File: src/rtl/cluster_cfg_pkg.sv
// Package: cluster_cfg_pkg
// Shared register offsets, fixed read values and the decoded-region type
// for the cluster configuration window. Offsets are byte offsets into a
// 1 KiB window; only word-aligned offsets decode to a register.
package cluster_cfg_pkg;

    // Decoded target of an access.
    typedef enum logic [3:0] {
        RG_NONE,        // unmapped offset
        RG_CLUSTER_RST, // fixed cluster reset word
        RG_CORE_RST,    // per-core reset control (start trigger)
        RG_CORE_CTRL,   // per-core control, fixed
        RG_CORE_STAT,   // per-core status, fixed
        RG_SYS_RST,     // fixed system reset word
        RG_GATE,        // fixed clock gating word
        RG_GEN,         // general control, read/write
        RG_STBY,        // standby flag, read/write
        RG_ENTRY,       // entry address, read/write
        RG_UNIMP        // decoded but not implemented
    } region_e;

    // Offsets outside the per-core groups.
    localparam logic [9:0] OFS_CLUSTER_RST = 10'h000;
    localparam logic [9:0] OFS_SYS_RST     = 10'h140;
    localparam logic [9:0] OFS_GATE        = 10'h144;
    localparam logic [9:0] OFS_GEN         = 10'h184;
    localparam logic [9:0] OFS_STBY        = 10'h1A0;
    localparam logic [9:0] OFS_ENTRY       = 10'h1A4;
    localparam logic [9:0] OFS_DEBUG       = 10'h1E4;
    localparam logic [9:0] OFS_CNT_CTRL    = 10'h280;
    localparam logic [9:0] OFS_CNT_LO      = 10'h284;
    localparam logic [9:0] OFS_CNT_HI      = 10'h288;

    // Position of each register inside a core group.
    localparam logic [5:0] SUB_RST  = 6'h00;
    localparam logic [5:0] SUB_CTRL = 6'h04;
    localparam logic [5:0] SUB_STAT = 6'h08;

    // Fixed read values.
    localparam logic [31:0] VAL_CLUSTER_RST = 32'h0000_0001;
    localparam logic [31:0] VAL_SYS_RST     = 32'h0000_0001;
    localparam logic [31:0] VAL_CORE_RST    = 32'h0000_0003;
    localparam logic [31:0] VAL_CORE_CTRL   = 32'h0000_0000;
    localparam logic [31:0] VAL_CORE_STAT   = 32'h0000_0001;
    localparam logic [31:0] VAL_GATE        = 32'h0000_010F;

    // Reset values of the read/write registers.
    localparam logic [31:0] RST_GEN   = 32'h0000_0020;
    localparam logic [31:0] RST_STBY  = 32'h0000_0000;
    localparam logic [31:0] RST_ENTRY = 32'h0000_0000;

endpackage

File: src/rtl/cfg_addr_decode.sv
// Module: cfg_addr_decode
// Maps a byte offset to a register region and, for per-core registers,
// to a core index. Purely combinational.
// Assumes: core groups occupy 64-byte slots starting at slot 1 (offset 0x40),
// so NUM_CORES must not exceed 4 or the groups would overlap offset 0x140.
module cfg_addr_decode
    import cluster_cfg_pkg::*;
#(
    parameter int ADDR_W    = 10,
    parameter int NUM_CORES = 4,
    parameter int CORE_W    = (NUM_CORES > 1) ? $clog2(NUM_CORES) : 1
) (
    input  logic [ADDR_W-1:0] addr_i,
    output region_e           region_o,
    output logic [CORE_W-1:0] core_o
);

    localparam int SLOT_W = ADDR_W - 6;

    logic [SLOT_W-1:0]    slot;
    logic [5:0]           sub;
    logic [NUM_CORES-1:0] core_hit;

    assign slot = addr_i[ADDR_W-1:6];
    assign sub  = addr_i[5:0];

    // One slot comparator per core; core c lives in slot c+1.
    for (genvar c = 0; c < NUM_CORES; c++) begin : g_core_hit
        assign core_hit[c] = (slot == SLOT_W'(c + 1));
    end

    // Core index is the slot number less one, i.e. (offset - 0x40) >> 6.
    assign core_o = CORE_W'(slot - SLOT_W'(1));

    // Region select: per-core groups first, then the fixed offsets.
    always_comb begin
        region_o = RG_NONE;
        if (|core_hit) begin
            unique case (sub)
                SUB_RST:  region_o = RG_CORE_RST;
                SUB_CTRL: region_o = RG_CORE_CTRL;
                SUB_STAT: region_o = RG_CORE_STAT;
                default:  region_o = RG_NONE;
            endcase
        end else begin
            case (10'(addr_i))
                OFS_CLUSTER_RST: region_o = RG_CLUSTER_RST;
                OFS_SYS_RST:     region_o = RG_SYS_RST;
                OFS_GATE:        region_o = RG_GATE;
                OFS_GEN:         region_o = RG_GEN;
                OFS_STBY:        region_o = RG_STBY;
                OFS_ENTRY:       region_o = RG_ENTRY;
                OFS_DEBUG,
                OFS_CNT_CTRL,
                OFS_CNT_LO,
                OFS_CNT_HI:      region_o = RG_UNIMP;
                default:         region_o = RG_NONE;
            endcase
        end
    end

    // a misaligned offset never decodes to a register.
    always_comb begin
        if (addr_i[1:0] != 2'b00)
            a_r8_misaligned_unmapped: assert (region_o == RG_NONE);
    end

endmodule

File: src/rtl/cfg_regfile.sv
// Module: cfg_regfile
// Holds the three software read/write registers: general control,
// standby flag and entry address.
// Assumes: wr_en_i is already qualified (valid, full byte enable, write).
module cfg_regfile
    import cluster_cfg_pkg::*;
#(
    parameter int DATA_W = 32
) (
    input  logic              clk,
    input  logic              rst_n,
    input  logic              wr_en_i,
    input  region_e           region_i,
    input  logic [DATA_W-1:0] wdata_i,
    output logic [DATA_W-1:0] gen_q,
    output logic [DATA_W-1:0] stby_q,
    output logic [DATA_W-1:0] entry_q
);

    logic wr_gen, wr_stby, wr_entry;

    assign wr_gen   = wr_en_i && (region_i == RG_GEN);
    assign wr_stby  = wr_en_i && (region_i == RG_STBY);
    assign wr_entry = wr_en_i && (region_i == RG_ENTRY);

    // General control register, resets to its documented default.
    always_ff @(posedge clk) begin
        if (!rst_n)      gen_q <= DATA_W'(RST_GEN);
        else if (wr_gen) gen_q <= wdata_i;
    end

    // Standby flag register.
    always_ff @(posedge clk) begin
        if (!rst_n)       stby_q <= DATA_W'(RST_STBY);
        else if (wr_stby) stby_q <= wdata_i;
    end

    // Entry address used by core start requests.
    always_ff @(posedge clk) begin
        if (!rst_n)        entry_q <= DATA_W'(RST_ENTRY);
        else if (wr_entry) entry_q <= wdata_i;
    end

    // registers only change when their own write strobe fires.
    a_r2_gen_hold: assert property (@(posedge clk) disable iff (!rst_n)
        !wr_gen |=> $stable(gen_q));
    a_r2_stby_hold: assert property (@(posedge clk) disable iff (!rst_n)
        !wr_stby |=> $stable(stby_q));
    a_r2_entry_hold: assert property (@(posedge clk) disable iff (!rst_n)
        !wr_entry |=> $stable(entry_q));
    // a write lands in full.
    a_r2_entry_store: assert property (@(posedge clk) disable iff (!rst_n)
        wr_entry |=> entry_q == $past(wdata_i));

endmodule

File: src/rtl/cfg_start_pulse.sv
// Module: cfg_start_pulse
// Turns a non-zero write to a core's reset-control register into a
// one-cycle start pulse for that core, and captures the entry address
// that travels with it.
// Assumes: fire_i is already qualified (full-word write to a core reset).
module cfg_start_pulse #(
    parameter int NUM_CORES = 4,
    parameter int CORE_W    = (NUM_CORES > 1) ? $clog2(NUM_CORES) : 1,
    parameter int DATA_W    = 32
) (
    input  logic                 clk,
    input  logic                 rst_n,
    input  logic                 fire_i,
    input  logic [CORE_W-1:0]    core_i,
    input  logic [DATA_W-1:0]    wdata_i,
    input  logic [DATA_W-1:0]    entry_i,
    output logic [NUM_CORES-1:0] start_req,
    output logic [DATA_W-1:0]    start_addr
);

    logic launch;

    assign launch = fire_i && (wdata_i != '0);

    // One pulse flop per core; only the addressed core fires.
    for (genvar c = 0; c < NUM_CORES; c++) begin : g_pulse
        always_ff @(posedge clk) begin
            if (!rst_n) start_req[c] <= 1'b0;
            else        start_req[c] <= launch && (core_i == CORE_W'(c));
        end
    end

    // Capture the entry address that accompanies the pulse.
    always_ff @(posedge clk) begin
        if (!rst_n)      start_addr <= '0;
        else if (launch) start_addr <= entry_i;
    end

    // at most one core is started at a time.
    a_r4_onehot: assert property (@(posedge clk) disable iff (!rst_n)
        $onehot0(start_req));
    // the pulse carries the entry address of the launching cycle.
    a_r5_addr_captured: assert property (@(posedge clk) disable iff (!rst_n)
        (start_req != '0) |-> start_addr == $past(entry_i));
    // a zero write never starts a core.
    a_r6_zero_no_pulse: assert property (@(posedge clk) disable iff (!rst_n)
        (fire_i && wdata_i == '0) |=> start_req == '0);

endmodule

File: src/rtl/cluster_cfg_regs.sv
// Module: cluster_cfg_regs (top)
// Configuration register window for a multi-core cluster. Accepts one
// 32-bit request per cycle and answers in the next cycle with read data
// and an error flag. Drives one-cycle core start pulses.
// Assumes: requests are single-cycle; only full-word byte enables are legal.
module cluster_cfg_regs
    import cluster_cfg_pkg::*;
#(
    parameter int          ADDR_W    = 10,
    parameter int          DATA_W    = 32,
    parameter int          NUM_CORES = 4,
    parameter logic [1:0]  START_EL  = 2'd3
) (
    input  logic                 clk,
    input  logic                 rst_n,
    input  logic                 req_valid,
    input  logic                 req_write,
    input  logic [ADDR_W-1:0]    req_addr,
    input  logic [DATA_W-1:0]    req_wdata,
    input  logic [DATA_W/8-1:0]  req_be,
    output logic                 rsp_valid,
    output logic [DATA_W-1:0]    rsp_rdata,
    output logic                 rsp_err,
    output logic [NUM_CORES-1:0] start_req,
    output logic [DATA_W-1:0]    start_addr,
    output logic [1:0]           start_el
);

    localparam int BE_W   = DATA_W / 8;
    localparam int CORE_W = (NUM_CORES > 1) ? $clog2(NUM_CORES) : 1;

    region_e           region;
    logic [CORE_W-1:0] core_idx;
    logic              full_word;
    logic              bad_target;
    logic              wr_en;
    logic              fire;
    logic              rd_ok;
    logic [DATA_W-1:0] rd_mux;
    logic [DATA_W-1:0] gen_q, stby_q, entry_q;

    cfg_addr_decode #(
        .ADDR_W   (ADDR_W),
        .NUM_CORES(NUM_CORES),
        .CORE_W   (CORE_W)
    ) u_decode (
        .addr_i  (req_addr),
        .region_o(region),
        .core_o  (core_idx)
    );

    // Qualify the request: full byte enable and a real register behind it.
    assign full_word  = (req_be == {BE_W{1'b1}});
    assign bad_target = (region == RG_NONE) || (region == RG_UNIMP);
    assign wr_en      = req_valid && req_write && full_word && !bad_target;
    assign fire       = wr_en && (region == RG_CORE_RST);
    assign rd_ok      = req_valid && !req_write && full_word && !bad_target;

    cfg_regfile #(
        .DATA_W(DATA_W)
    ) u_regs (
        .clk     (clk),
        .rst_n   (rst_n),
        .wr_en_i (wr_en),
        .region_i(region),
        .wdata_i (req_wdata),
        .gen_q   (gen_q),
        .stby_q  (stby_q),
        .entry_q (entry_q)
    );

    cfg_start_pulse #(
        .NUM_CORES(NUM_CORES),
        .CORE_W   (CORE_W),
        .DATA_W   (DATA_W)
    ) u_start (
        .clk       (clk),
        .rst_n     (rst_n),
        .fire_i    (fire),
        .core_i    (core_idx),
        .wdata_i   (req_wdata),
        .entry_i   (entry_q),
        .start_req (start_req),
        .start_addr(start_addr)
    );

    // Read data select by decoded region.
    always_comb begin
        unique case (region)
            RG_CLUSTER_RST: rd_mux = DATA_W'(VAL_CLUSTER_RST);
            RG_SYS_RST:     rd_mux = DATA_W'(VAL_SYS_RST);
            RG_CORE_RST:    rd_mux = DATA_W'(VAL_CORE_RST);
            RG_CORE_CTRL:   rd_mux = DATA_W'(VAL_CORE_CTRL);
            RG_CORE_STAT:   rd_mux = DATA_W'(VAL_CORE_STAT);
            RG_GATE:        rd_mux = DATA_W'(VAL_GATE);
            RG_GEN:         rd_mux = gen_q;
            RG_STBY:        rd_mux = stby_q;
            RG_ENTRY:       rd_mux = entry_q;
            default:        rd_mux = '0;
        endcase
    end

    // Response register: valid, data and error one cycle after the request.
    always_ff @(posedge clk) begin
        if (!rst_n) begin
            rsp_valid <= 1'b0;
            rsp_rdata <= '0;
            rsp_err   <= 1'b0;
        end else begin
            rsp_valid <= req_valid;
            rsp_rdata <= rd_ok ? rd_mux : '0;
            rsp_err   <= req_valid && (!full_word || bad_target);
        end
    end

    assign start_el = START_EL;

    // every request is answered in the next cycle, and only then.
    a_r10_rsp_follows_req: assert property (@(posedge clk) disable iff (!rst_n)
        req_valid |=> rsp_valid);
    a_r10_no_stray_rsp: assert property (@(posedge clk) disable iff (!rst_n)
        !req_valid |=> !rsp_valid);
    // a partial access is always flagged.
    a_r9_partial_err: assert property (@(posedge clk) disable iff (!rst_n)
        (req_valid && req_be != {BE_W{1'b1}}) |=> rsp_err);
    // a start pulse is always the echo of an accepted full-word write.
    a_r4_pulse_from_write: assert property (@(posedge clk) disable iff (!rst_n)
        (start_req != '0) |-> $past(req_valid && req_write && req_be == {BE_W{1'b1}}));
    // error and read data never coexist.
    a_r10_err_zero_data: assert property (@(posedge clk) disable iff (!rst_n)
        rsp_err |-> rsp_rdata == '0);

endmodule

File: config.mk
export PLATFORM = sky130hd
export DESIGN_NAME = cluster_cfg_regs
export DESIGN_NICKNAME = d
export VERILOG_FILES = /design/src/rtl/cluster_cfg_pkg.sv /design/src/rtl/cfg_addr_decode.sv /design/src/rtl/cfg_regfile.sv /design/src/rtl/cfg_start_pulse.sv /design/src/rtl/cluster_cfg_regs.sv
export SDC_FILE = /design/constraint.sdc
export NUM_CORES = 1
export LEC_CHECK = 0
export ABC_CLOCK_PERIOD_IN_PS = 4250
export BUFFER_PORTS_ARGS = -buffer_cell sky130_fd_sc_hd__buf_2
export CAP_MARGIN = 0
export CORE_UTILIZATION = 30
export CTS_BUF_LIST = sky130_fd_sc_hd__clkbuf_4 sky130_fd_sc_hd__clkbuf_8
export DETAILED_ROUTE_END_ITERATION = 8
export GPL_ROUTABILITY_DRIVEN = 0
export GPL_TIMING_DRIVEN = 0
export PLACE_DENSITY_LB_ADDON = 0.15
export SLEW_MARGIN = 20
export SYNTH_ARGS = -nofsm -noshare
export SYNTH_HDL_FRONTEND = slang
export SYNTH_SLANG_ARGS = --single-unit
File: constraint.sdc
create_clock -name clk -period 4.25 [get_ports clk]
set_input_delay 0.6375 -clock clk [delete_from_list [all_inputs] [get_ports clk]]
set_output_delay 0.6375 -clock clk [all_outputs]
set_load 0.005 [all_outputs]
; Word level (Yosys, flattened, before mapping)
; Cells that the tools add are included.
[totals]
ff_bits = 166
in_bits = 50
out_inout_bits = 72
elab_cells = 74
[op_classes]
addsub = 1
n_eq_ne = 28
n_mux = 4
n_reduce_logical = 30
[op_table]
columns = op, count
row1 = $pmux 32 s6, 1
row2 = $eq 10x9->1 const B, 6
row3 = $reduce_bool 32->1, 1
row4 = $eq 10x10->1 const B, 3
row5 = $pmux 4 s7, 1
row6 = $eq 4x3->1 const B, 5
row7 = $eq 4x4->1 const B, 4
row8 = $logic_and 1x1->1, 16
row9 = $eq 4x2->1 const B, 3
row10 = $logic_not 10->1, 1
row11 = $pmux 3 s3, 1
row12 = $eq 4x1->1 const B, 2
row13 = $reduce_or 4->1, 2
row14 = $eq 6x3->1 const B, 1
row15 = $eq 6x4->1 const B, 1
row16 = $logic_not 6->1, 1
row17 = $eq 2x2->1 const B, 2
row18 = $logic_not 4->1, 1
row19 = $mux 4, 1
row20 = $logic_not 1->1, 3
row21 = $reduce_or 3->1, 1
row22 = $eq 2x1->1 const B, 1
row23 = $logic_not 2->1, 1
row24 = $logic_or 1x1->1, 2
row25 = 2 further kinds, 2

; Depth between registers and ports, before layout
[depth]
word_depth = 11
ltp_mapped = 10

; Cells and area by module
; From an unflattened synthesis, not the netlist that was laid out.
[hier_totals]
hier_cells = 735
area_unflattened_um2 = 7322.0
[by_module_without_submodules]
columns = module, instances, cells_each, area_per_inst_um2, seq_area_each_um2
row1 = cfg_regfile, 1, 351, 3585.9, 1921.8
row2 = cluster_cfg_regs, 1, 187, 1998.2, 680.7
row3 = cfg_start_pulse, 1, 160, 1481.4, 720.7
row4 = cfg_addr_decode, 1, 37, 256.5, 0.0

; Least setup slack after synthesis
; No wires, ideal clock.
[synth_path]
path_type = input-to-reg
from = input port req_addr[2]
to = register rsp_rdata[11]
arrival_time_ns = 2.973
required_time_ns = 4.174
path_slack_ns = 1.201
stages = 10
path_cell_list = buf_2 > nand3b_1 > or4b_2 > a21o_1 > and4b_1 > buf_6 > or4_4 > buf_6 > buf_6 > nor3_2
[synth_between]
elab_chain_cells = 9
word_cells_on_any_way = 33
[synth_lines]
columns = item, line_no
row1 = from (decl), cluster_cfg_regs.sv:18  ; input logic [ADDR_W-1:0] req_addr,
row2 = $eq 10x9->1 / $eq 10x10->1 (equally long branches), cfg_addr_decode.sv:46  ; case (10'(addr_i))
row3 = $reduce_or 4->1, cfg_addr_decode.sv:46
row4 = $pmux 4 s7, cfg_addr_decode.sv:46
row5 = $mux 4 *, cfg_addr_decode.sv:38  ; if (|core_hit) begin
row6 = "parallel branches: the longest is 5 deep, another holds $pmux 32 s6", n/a
row7 = to (signal assigned), cluster_cfg_regs.sv:111  ; rsp_rdata <= rd_ok ? rd_mux : '0;
row8 = to (decl), cluster_cfg_regs.sv:22  ; output logic [DATA_W-1:0] rsp_rdata,
; Every way passes the cells marked *.
; A chain may end at the register's enable or synchronous reset.

; Final worst setup path
[layout_path]
from = input port req_addr[8]
to = register rsp_rdata[8]
; The elaborated chain is that of the path after synthesis.

==> flow_summary.toml <==
[final_layout]
finalNetCount = 852
utilization = 0.369
fillCellCount = 2302
finalInstanceArea_um2 = 8080
drive_gt1_frac = 0.253
area_growth_syn_to_layout_pct = 20.1
diodes = 0

[clocking]
numCtsBuffers = 17
clock-root-buffer = "clkbuf_8"
cts.sinks = 166
ctsResizeCount = 0
cts.clk_slew.worst_paths_ns = 0.08
cts_tree = "done"
clk_latency_ns = 0.46
cts_setup_buffers = 0
postCtsHoldBufs = 0
htreeDepth = 4
cts_buffer_depth = 2

[logic_synthesis]
synth_warnings = 0
synth_seq_area_share = 0.494
ys_types = 44
synth_top_cell_area_share = 0.494
ys_ff_latch = 166
syn_avg_cell_area_um2 = 10.1
synthTopCellsByCount = "dfxtp_1 (166), nand2_1 (165), mux2i_1 (128)"
ys.flop_type = "dfxtp_1"
syn_area_um2 = 6730
synth.area.top_cells = "dfxtp_1 (49%), mux2i_1 (19%), nand2_1 (9.2%), nor3_2 (4.5%), a222oi_1 (4.0%)"
syn_inst = 666
synth_edf_count = 0
synth_most_common_cell = "dfxtp_1"
synth_top_cell_by_area = "dfxtp_1"
async_flop_share = 0

[worst_setup_path]
critPathCaptureType = "flip-flop"
critPathKind = "input pin to flip-flop"
crit_required_ns = 4.54
critPathLaunchType = "input pin"
cpMostUsedCell = "a211oi_1"
critPathMaxStageDelay_ns = 0.72
path_cells = "buf_2 > nor4b_1 > nand3_1 > a21oi_1 > a211oi_1 > a211oi_1 > clkbuf_1 > a211oi_1"
cp_slowest_cell = "clkbuf_1"
cp_max_fo = 10
crit_arrival_ns = 3.57

[floorplan]
ios = 122
dieHeight_um = 152
die-area_um2 = 23000
core_um2 = 21900
die_x_um = 152
initial_core_util = 0.307
row_count = 54

[sta]
drv_slew = 0
setup_violations = 0
max_freq_mhz = 305
slew_headroom = 0.337
tightest_slew_ns = 0.991
min_period_over_period = 0.772
setup_tns_ns = 0
setup_ws_ns = 0.971
rsz0062_at_grt = "no"
min_period_ns = 3.28
final.setup_skew_ns = 0.00748
finalHoldViolCount = 0

[routing]
antenna_left = 0
drt_first_pass_iters = 8
drt_iter0_drc = 421
drt-wirelength-per-cell_um = 18.5
route.detailed.drc = 0
num_vias = 5350
viasPerCell = 4.89
finalWirelength_um = 20300

[global_routing]
grt_overflow = 0
grt_pass1_wl_um = 31000
grt_use_total = 0.183
grt_max_degree = 17
grt_pass1_vias = 5278
antenna_found_initial = 0

[power]
p_leak_nw = 2.86
irDropWorstVdd_v = 0.000200
power.density_nw_per_um2 = 358

[place]
pre_cts_ws_ns = 0.568
io_buffers = 116
postPlaceCellArea_um2 = 7670
hpwl_um = 14200

[worst_hold_path]
hold_class = "input pin to flip-flop"

[run]
maxCapViolCount = 0

[outcome]
status = "complete, no violations"
## through the flow
step,std cells,power [mW],hold WS [ns]
2_1_floorplan,667,1.65,0.432
3_3_place_gp,1063,1.72,0.440
3_5_place_dp,1063,1.72,0.443
4_1_cts,1093,2.93,0.403
5_1_grt,1093,3.00,0.445
6_report,1093,2.89,0.431
## layout make-up
| class | count | area, um^2 | area share |
|---|---|---|---|
| Buffer | 54 | 265 | 0.0328 |
| Clock buffer | 23 | 292 | 0.0361 |
| Clock inverter | 7 | 123 | 0.0152 |
| Inverter | 2 | 7.51 | 0.000929 |
| Multi-Input combinational cell | 445 | 3140 | 0.389 |
| Sequential cell | 166 | 3320 | 0.411 |
| Tap cell | 280 | 350 | 0.0434 |
| Timing Repair Buffer | 116 | 581 | 0.0718 |
## path summary, 6_finish.rpt
kind                                            start                                   to  slack [ns]  depth (start not counted)
setup / recovery                          req_addr[8]              rsp_rdata[8]$_SDFF_PN0_        0.97                          8
hold / removal                              req_valid                 rsp_valid$_SDFF_PN0_        0.43                          3
setup reg to reg         u_regs.gen_q[3]$_SDFFE_PN0P_              rsp_rdata[3]$_SDFF_PN0_        3.20                          4
hold reg to reg   u_start.start_addr[26]$_SDFFE_PN0P_  u_start.start_addr[26]$_SDFFE_PN0P_        0.46                          2
## sequential cells by signal (all words and copies together) (netlist names)
register,flops
u_start.start_addr,32
u_regs.stby_q,32
rsp_err,1
u_start.start_req,4
rsp_valid,1
u_regs.entry_q,32
rsp_rdata,32
u_regs.gen_q,32
## power by group
group | internal (mW) | leakage (nW) | switching, mW | total [mW]
registers | 1.55 | 1.34 | 0.000169 | 1.55
clock network | 0.634 | 0.206 | 0.576 | 1.21
logic | 0.0370 | 1.32 | 0.0898 | 0.127
## placed cells by master (no fill, tap or decap), types with 3 or more instances in the layout
cell | Yosys | layout
a222oi_1 | 27 | 27
or3_1 | 4 | 4
nor3_2 | 30 | 30
a22oi_1 | 4 | 4
clkbuf_1 | 33 | 33
clkbuf_8 | 0 | 19
nor4_1 | 11 | 10
a21oi_1 | 3 | 3
a211oi_1 | 8 | 8
nand4_1 | 3 | 3
dfxtp_1 | 166 | 166
o21ai_0 | 4 | 4
or4b_1 | 3 | 3
buf_6 | 5 | 5
buf_2 | 14 | 130
nand2_1 | 165 | 165
nor2_1 | 10 | 10
mux2i_1 | 128 | 128
clkbuf_4 | 0 | 4
bufinv_16 | 0 | 3
nand2b_1 | 4 | 4
nand3_1 | 4 | 4
nor3_1 | 7 | 7
## kinds of logic after synthesis
| group | share of synthesized area |
|---|---|
| simple gates | 0.203 |
| flops | 0.494 |
| mux | 0.190 |
| buf+inv | 0.0406 |
| compound gates | 0.0688 |
| xor+xnor | 0.00260 |
| other cells | 0.000558 |
## worst max-delay path, delay by kind of cell
kind                   cells  cell delay [ns]
AOI/OAI and AO/OA          4             1.10
and+or+nand+nor            2             0.93
buffers and inverters      2             0.89
## per-layer routing
metal,GRT usage,routed length [um],share of wire
met5,0,0,0
met4,0.0441,124,0.0061
met3,0.0389,997,0.049
met2,0.292,9270,0.46
met1,0.251,9870,0.49
No activity file was read; power rests on OpenSTA's default activity.
